===== src/rtl/ext_irq_pkg.sv =====
package ext_irq_pkg;

  typedef enum logic [1:0] {
    SENSE_LOW  = 2'b00,
    SENSE_ANY  = 2'b01,
    SENSE_FALL = 2'b10,
    SENSE_RISE = 2'b11
  } sense_e;

  localparam int ADDR_SENSE  = 0;
  localparam int ADDR_ENABLE = 1;
  localparam int ADDR_FLAG   = 2;

endpackage


===== src/rtl/ext_irq_sync.sv =====
module ext_irq_sync #(
  parameter int STAGES = 2
) (
  input  logic clk,
  input  logic rst,
  input  logic d_i,
  output logic q_o,
  output logic valid_o
);

  localparam int CW = $clog2(STAGES + 1);

  logic [STAGES-1:0] chain_q;
  logic [CW-1:0]     fill_q;

  always_ff @(posedge clk) begin
    if (rst) begin
      chain_q <= '0;
      fill_q  <= '0;
    end else begin
      chain_q <= {chain_q[STAGES-2:0], d_i};
      if (fill_q != CW'(STAGES)) fill_q <= fill_q + 1'b1;
    end
  end

  assign q_o     = chain_q[STAGES-1];
  assign valid_o = (fill_q == CW'(STAGES));

  p_valid_sticky_r1: assert property (@(posedge clk) disable iff (rst)
    valid_o |=> valid_o);

endmodule


===== src/rtl/ext_irq_detect.sv =====
module ext_irq_detect
  import ext_irq_pkg::*;
(
  input  logic   clk,
  input  logic   rst,
  input  logic   smp_i,
  input  logic   smp_valid_i,
  input  sense_e sense_i,
  input  logic   clr_i,
  input  logic   en_i,
  input  logic   gie_i,
  output logic   flag_o,
  output logic   irq_o
);

  logic prev_q, primed_q;
  logic flag_q, irq_q;
  logic rise, fall, evt, level_hit;

  always_ff @(posedge clk) begin
    if (rst) begin
      prev_q   <= 1'b0;
      primed_q <= 1'b0;
    end else begin
      prev_q <= smp_i;
      if (smp_valid_i) primed_q <= 1'b1;
    end
  end

  assign rise      = primed_q &  smp_i & ~prev_q;
  assign fall      = primed_q & ~smp_i &  prev_q;
  assign level_hit = primed_q & ~smp_i;

  always_comb begin
    case (sense_i)
      SENSE_ANY:  evt = rise | fall;
      SENSE_FALL: evt = fall;
      SENSE_RISE: evt = rise;
      default:    evt = 1'b0;
    endcase
  end

  always_ff @(posedge clk) begin
    if (rst) begin
      flag_q <= 1'b0;
    end else if (sense_i == SENSE_LOW) begin
      flag_q <= 1'b0;
    end else if (evt) begin
      flag_q <= 1'b1;
    end else if (clr_i) begin
      flag_q <= 1'b0;
    end
  end

  always_ff @(posedge clk) begin
    if (rst) irq_q <= 1'b0;
    else     irq_q <= en_i & gie_i &
                      ((sense_i == SENSE_LOW) ? level_hit : flag_q);
  end

  assign flag_o = flag_q;
  assign irq_o  = irq_q;

  p_evt_sets_flag_r3: assert property (@(posedge clk) disable iff (rst)
    (evt && sense_i != SENSE_LOW) |=> flag_q);

  p_clear_drops_flag_r5: assert property (@(posedge clk) disable iff (rst)
    (clr_i && !evt && sense_i != SENSE_LOW) |=> !flag_q);

  p_level_no_flag_r7: assert property (@(posedge clk) disable iff (rst)
    (sense_i == SENSE_LOW) |=> !flag_q);

  p_level_irq_r7: assert property (@(posedge clk) disable iff (rst)
    (sense_i == SENSE_LOW && en_i && gie_i && primed_q && !smp_i) |=> irq_q);

  p_event_beats_clear_r8: assert property (@(posedge clk) disable iff (rst)
    (evt && clr_i && sense_i != SENSE_LOW) |=> flag_q);

endmodule


===== src/rtl/ext_irq_regs.sv =====
module ext_irq_regs
  import ext_irq_pkg::*;
#(
  parameter int NUM_PINS = 2,
  parameter int ADDR_W   = 2,
  parameter int DATA_W   = 8
) (
  input  logic                  clk,
  input  logic                  rst,
  input  logic                  wr_en_i,
  input  logic [ADDR_W-1:0]     addr_i,
  input  logic [DATA_W-1:0]     wdata_i,
  input  logic [NUM_PINS-1:0]   flag_i,
  output logic [2*NUM_PINS-1:0] sense_o,
  output logic [NUM_PINS-1:0]   en_o,
  output logic [NUM_PINS-1:0]   w1c_o,
  output logic [DATA_W-1:0]     rdata_o
);

  localparam int BIT_LSB = DATA_W - NUM_PINS;
  localparam logic [ADDR_W-1:0] A_SENSE  = ADDR_W'(ADDR_SENSE);
  localparam logic [ADDR_W-1:0] A_ENABLE = ADDR_W'(ADDR_ENABLE);
  localparam logic [ADDR_W-1:0] A_FLAG   = ADDR_W'(ADDR_FLAG);

  logic [2*NUM_PINS-1:0] sense_q;
  logic [NUM_PINS-1:0]   en_q;
  logic [DATA_W-1:0]     rd_nxt, rd_q;
  logic                  unused_wbits;

  assign unused_wbits = ^wdata_i;

  always_ff @(posedge clk) begin
    if (rst) begin
      sense_q <= '0;
      en_q    <= '0;
    end else if (wr_en_i) begin
      if (addr_i == A_SENSE)  sense_q <= wdata_i[2*NUM_PINS-1:0];
      if (addr_i == A_ENABLE) en_q    <= wdata_i[BIT_LSB +: NUM_PINS];
    end
  end

  assign w1c_o = (wr_en_i && addr_i == A_FLAG) ? wdata_i[BIT_LSB +: NUM_PINS]
                                               : '0;

  always_comb begin
    rd_nxt = '0;
    case (addr_i)
      A_SENSE:  rd_nxt[2*NUM_PINS-1:0]       = sense_q;
      A_ENABLE: rd_nxt[BIT_LSB +: NUM_PINS]  = en_q;
      A_FLAG:   rd_nxt[BIT_LSB +: NUM_PINS]  = flag_i;
      default:  rd_nxt = '0;
    endcase
  end

  always_ff @(posedge clk) begin
    if (rst) rd_q <= '0;
    else     rd_q <= rd_nxt;
  end

  assign sense_o = sense_q;
  assign en_o    = en_q;
  assign rdata_o = rd_q;

  p_enable_write_r4: assert property (@(posedge clk) disable iff (rst)
    (wr_en_i && addr_i == A_ENABLE) |=> (en_q == $past(wdata_i[BIT_LSB +: NUM_PINS])));

  p_no_w1c_idle_r6: assert property (@(posedge clk) disable iff (rst)
    !wr_en_i |-> (w1c_o == '0));

endmodule


===== src/rtl/ext_irq_ctrl.sv =====
module ext_irq_ctrl
  import ext_irq_pkg::*;
#(
  parameter int NUM_PINS    = 2,
  parameter int SYNC_STAGES = 2,
  parameter int ADDR_W      = 2,
  parameter int DATA_W      = 8
) (
  input  logic                clk,
  input  logic                rst,
  input  logic [NUM_PINS-1:0] pin_i,
  input  logic                gie_i,
  input  logic [NUM_PINS-1:0] ack_i,
  input  logic                wr_en_i,
  input  logic [ADDR_W-1:0]   addr_i,
  input  logic [DATA_W-1:0]   wdata_i,
  output logic [DATA_W-1:0]   rdata_o,
  output logic [NUM_PINS-1:0] irq_o
);

  logic [2*NUM_PINS-1:0] sense_flat;
  logic [NUM_PINS-1:0]   en;
  logic [NUM_PINS-1:0]   w1c;
  logic [NUM_PINS-1:0]   flag;
  logic [NUM_PINS-1:0]   smp;
  logic [NUM_PINS-1:0]   smp_valid;

  ext_irq_regs #(
    .NUM_PINS (NUM_PINS),
    .ADDR_W   (ADDR_W),
    .DATA_W   (DATA_W)
  ) u_regs (
    .clk     (clk),
    .rst     (rst),
    .wr_en_i (wr_en_i),
    .addr_i  (addr_i),
    .wdata_i (wdata_i),
    .flag_i  (flag),
    .sense_o (sense_flat),
    .en_o    (en),
    .w1c_o   (w1c),
    .rdata_o (rdata_o)
  );

  for (genvar g = 0; g < NUM_PINS; g++) begin : g_pin
    ext_irq_sync #(.STAGES(SYNC_STAGES)) u_sync (
      .clk     (clk),
      .rst     (rst),
      .d_i     (pin_i[g]),
      .q_o     (smp[g]),
      .valid_o (smp_valid[g])
    );

    ext_irq_detect u_det (
      .clk         (clk),
      .rst         (rst),
      .smp_i       (smp[g]),
      .smp_valid_i (smp_valid[g]),
      .sense_i     (sense_e'(sense_flat[2*g +: 2])),
      .clr_i       (ack_i[g] | w1c[g]),
      .en_i        (en[g]),
      .gie_i       (gie_i),
      .flag_o      (flag[g]),
      .irq_o       (irq_o[g])
    );

    p_irq_gated_r4: assert property (@(posedge clk) disable iff (rst)
      !(en[g] && gie_i) |=> !irq_o[g]);
  end

endmodule


===== config.mk =====
export PLATFORM = sky130hd
export DESIGN_NAME = ext_irq_ctrl
export DESIGN_NICKNAME = d
export VERILOG_FILES = /design/src/rtl/ext_irq_pkg.sv /design/src/rtl/ext_irq_sync.sv /design/src/rtl/ext_irq_detect.sv /design/src/rtl/ext_irq_regs.sv /design/src/rtl/ext_irq_ctrl.sv
export SDC_FILE = /design/constraint.sdc
export NUM_CORES = 1
export LEC_CHECK = 0
export BUFFER_PORTS_ARGS = -buffer_cell sky130_fd_sc_hd__buf_2
export CORE_MARGIN = 5
export CORE_UTILIZATION = 54
export CTS_CLUSTER_DIAMETER = 200
export DETAILED_ROUTE_END_ITERATION = 10
export PLACE_DENSITY = 0.9
export SLEW_MARGIN = 30
export SYNTH_ARGS = -nofsm -noshare
export SYNTH_HDL_FRONTEND = slang
export SYNTH_SLANG_ARGS = --single-unit
export TNS_END_PERCENT = 50

===== constraint.sdc =====
create_clock -name clk -period 1.6 [get_ports clk]
set_input_delay 0.08 -clock clk [delete_from_list [all_inputs] [get_ports clk]]
set_output_delay 0.08 -clock clk [all_outputs]
set_load 0.02 [all_outputs]

==> run summary <==
Run status - complete, no violations
Core area - 0.00196 sq mm
Synth Area in Compound Gates - 8.62%
CTS tree - built
RSZ-0062 raised after global routing - false
Post-synth EDFFs - 0
Inserted Diodes - 0
Gr usage total - 13.7%
Clock transition at path regs - 0.14 ns
Crit path max fanout - 8
Yosys top cell area share - 50.8%
Final worst-path cycle share - 74.8%
Asr flop ratio synth - 0%
DP HPWL - 1550 um
Sw frac - 27.7%
Post-synthesis sequential area ratio - 50.8%
Clk_lat worst skew - 0.32 ns
Worst EP required - 1.82 ns
TNS Setup - 0 ns
Final setup skew - 0.00682 ns
Vias in the first global route - 856
First-pass GRT wire length - 3430 um
Initial DRC count - 21
Grt total ovfl - 0
# DRC - 0
Final Hold Fails - 0
Fmax - 836 MHz
Critical Path Sink Type - flop
Final core occ - 67.9%
First-pass DRT Iterations - 4
Via/cell ratio - 5.09
Shortest period the worst path allows - 1.20 ns
Final max-slew violation count - 0
Root Buffer - clkbuf_4
Synth Area in Adders - 5.67%
Max IR drop VDD - 0.977 mV
Comb power frac - 20.4%
Post-CTS setup repair buffer count - 0
# H-tree levels - 1
Die Area - 0.00305 sq mm
Clk buf depth - 2
Routed wire length - 2110 um
Top_reg_cell synth - dfxtp_1
Initial antenna violation count - 0
Routed wire per std cell - 12.1 um
Cell count after synthesis - 118
Crit path DAT - 1.41 ns
Synth area leaders - dfxtp_1 51%, ha_1 5.7%, nor2b_1 4.5%
Num rows - 16
Total CTS buffers - 3
Mapped Area - 0.00110 sq mm
Routed Antenna Nets - 0
Layout cells sized above 1 - 18.4%
Clock power share - 23.1%
Most common cell in the netlist - dfxtp_1
Main combinational cell family by area after synthesis - simple AND/OR/NAND/NOR gates
Largest net degree at the start of global routing - 26
Port Buf Inserts - 23
Syn avg cell area - 9.35 sq um
# nets final - 171
Switching power total - 0.405 mW
Worst min-delay path category - primary input to flop
Power per cell area - 1100 mW/mm^2
Number of distinct library cells after synthesis - 27
DR vias - 886
Top cells by instance count after synthesis - 28 x dfxtp_1, 13 x nor2_1, 9 x a21oi_1, 9 x nand3_1
Synth area leader - dfxtp_1
Synth warn - 0
DIE WIDTH - 55.2 um
XOR/XNOR Fraction of Synth Area - 2.38%
Critical path class - flop to flop
Startpoint types - flop
Max_cap viols - 0
Setup violators final - 0
Area Overhead vs Synth - 20.6%
Routability cong. - 0.718
Reg2Reg Setup Slack - 0.40 ns
IO Pins - 28
Cell internal pwr - 1.06 mW
Sequential power share - 56.5%
Post-synthesis mux area share - 0.907%
Seq cells post-synth - 28
Die height - 55.2 um
Simple-Gate Fraction of Synth Area - 25.5%
P_leak - 0.585 nW
CTS Sinks - 28
Starting Density - 56.2%
[layout make-up]
type,count,area (sq um)
Clock buffer,4,36.3
Fill cell,178,631
Inverter,6,22.5
Multi-Input combinational cell,78,483
Sequential cell,28,561
Tap cell,27,33.8
Timing Repair Buffer,31,195
[worst max-delay path, stage by stage (launching register included)]
cell	delay [ns]
dfxtp_1	0.46
and4bb_1	0.22
a311oi_1	0.30
o22ai_1	0.11
[power groups by stage]
stage | Clock, mW | Sequential, mW | Combinational [mW]
after detailed placement | 0 | 0.843 | 0.283
final | 0.338 | 0.826 | 0.297
after global routing | 0.377 | 0.835 | 0.340
after global placement | 0 | 0.836 | 0.260
after CTS | 0.343 | 0.827 | 0.298
after floorplan | 0 | 0.830 | 0.226
[flip-flops by register name, indices dropped and copies added, names as in the netlist]
name                  flops
g_pin.u_sync.chain_q      4
g_pin.u_det.irq_o         2
g_pin.u_det.prev_q        2
u_regs.sense_o            4
g_pin.u_sync.fill_q       4
u_regs.en_o               2
g_pin.u_det.flag_o        2
g_pin.u_det.primed_q      2
u_regs.rdata_o            6
[cells by family (layout without fill, tap and decap cells)]
family	count (synthesis)	after routing
and+or+nand+nor	51	51
DFF	28	28
AOI/OAI and AO/OA	16	16
buffers and inverters	13	41
adders and majority gates	5	5
xor gates and xnor gates	3	3
other	1	2
muxes	1	1
[cell usage in the layout (no fill, tap or decap), types with 4 or more instances in the layout]
cell type / count
and2_1: 4
dlygate4sd3_1: 8
nor2_1: 13
buf_2: 23
nand3_1: 9
nor2b_1: 8
inv_1: 6
dfxtp_1: 28
ha_1: 5
a21oi_1: 9
nand2_1: 8
[through the flow]
| stage | std cells | cell area, sq um | hold slack [ns] | total power, mW | setup slack, ns |
|---|---|---|---|---|---|
| after floorplan | 119 | 1110 | 0.156 | 1.06 | 0.568 |
| after global placement | 162 | 1210 | 0.291 | 1.10 | 0.516 |
| after detailed placement | 162 | 1210 | 0.304 | 1.13 | 0.449 |
| after CTS | 172 | 1310 | 0.00721 | 1.47 | 0.435 |
| after global routing | 174 | 1330 | -0.00129 | 1.55 | 0.340 |
| final | 174 | 1330 | 0.0105 | 1.46 | 0.404 |
[per-layer routing]
metal  share of wire (%)  up-vias  GRT usage, %  routed length [um]
met5                   0        -             0                   0
met4                 1.1        0          4.17                  23
met3                 5.0        3          4.20                 105
met2                  53       23          25.5                1110
met1                  41      414          14.5                 868
li1                    -      446             -                   -
[final timing paths]
check,depth (start not counted),from,endpoint
setup / recovery,3,u_regs.sense_o[0]$_SDFFE_PP0P_,g_pin[0].u_det.flag_o$_SDFFE_PP0P_
hold / removal,3,wdata_i[6],u_regs.en_o[0]$_SDFFE_PP0P_
setup reg to reg,3,u_regs.sense_o[0]$_SDFFE_PP0P_,g_pin[0].u_det.flag_o$_SDFFE_PP0P_
hold reg to reg,1,g_pin[1].u_sync.chain_q[0]$_SDFF_PP0_,g_pin[1].u_sync.chain_q[1]$_SDFF_PP0_
[what timing repair did]
item                                   4_1_cts  5_1_grt
hold buffers                                 6        2
endpoints found under the hold margin        6        2
resized for setup                            0        0
Note: power is estimated with default switching activity, not from simulation.
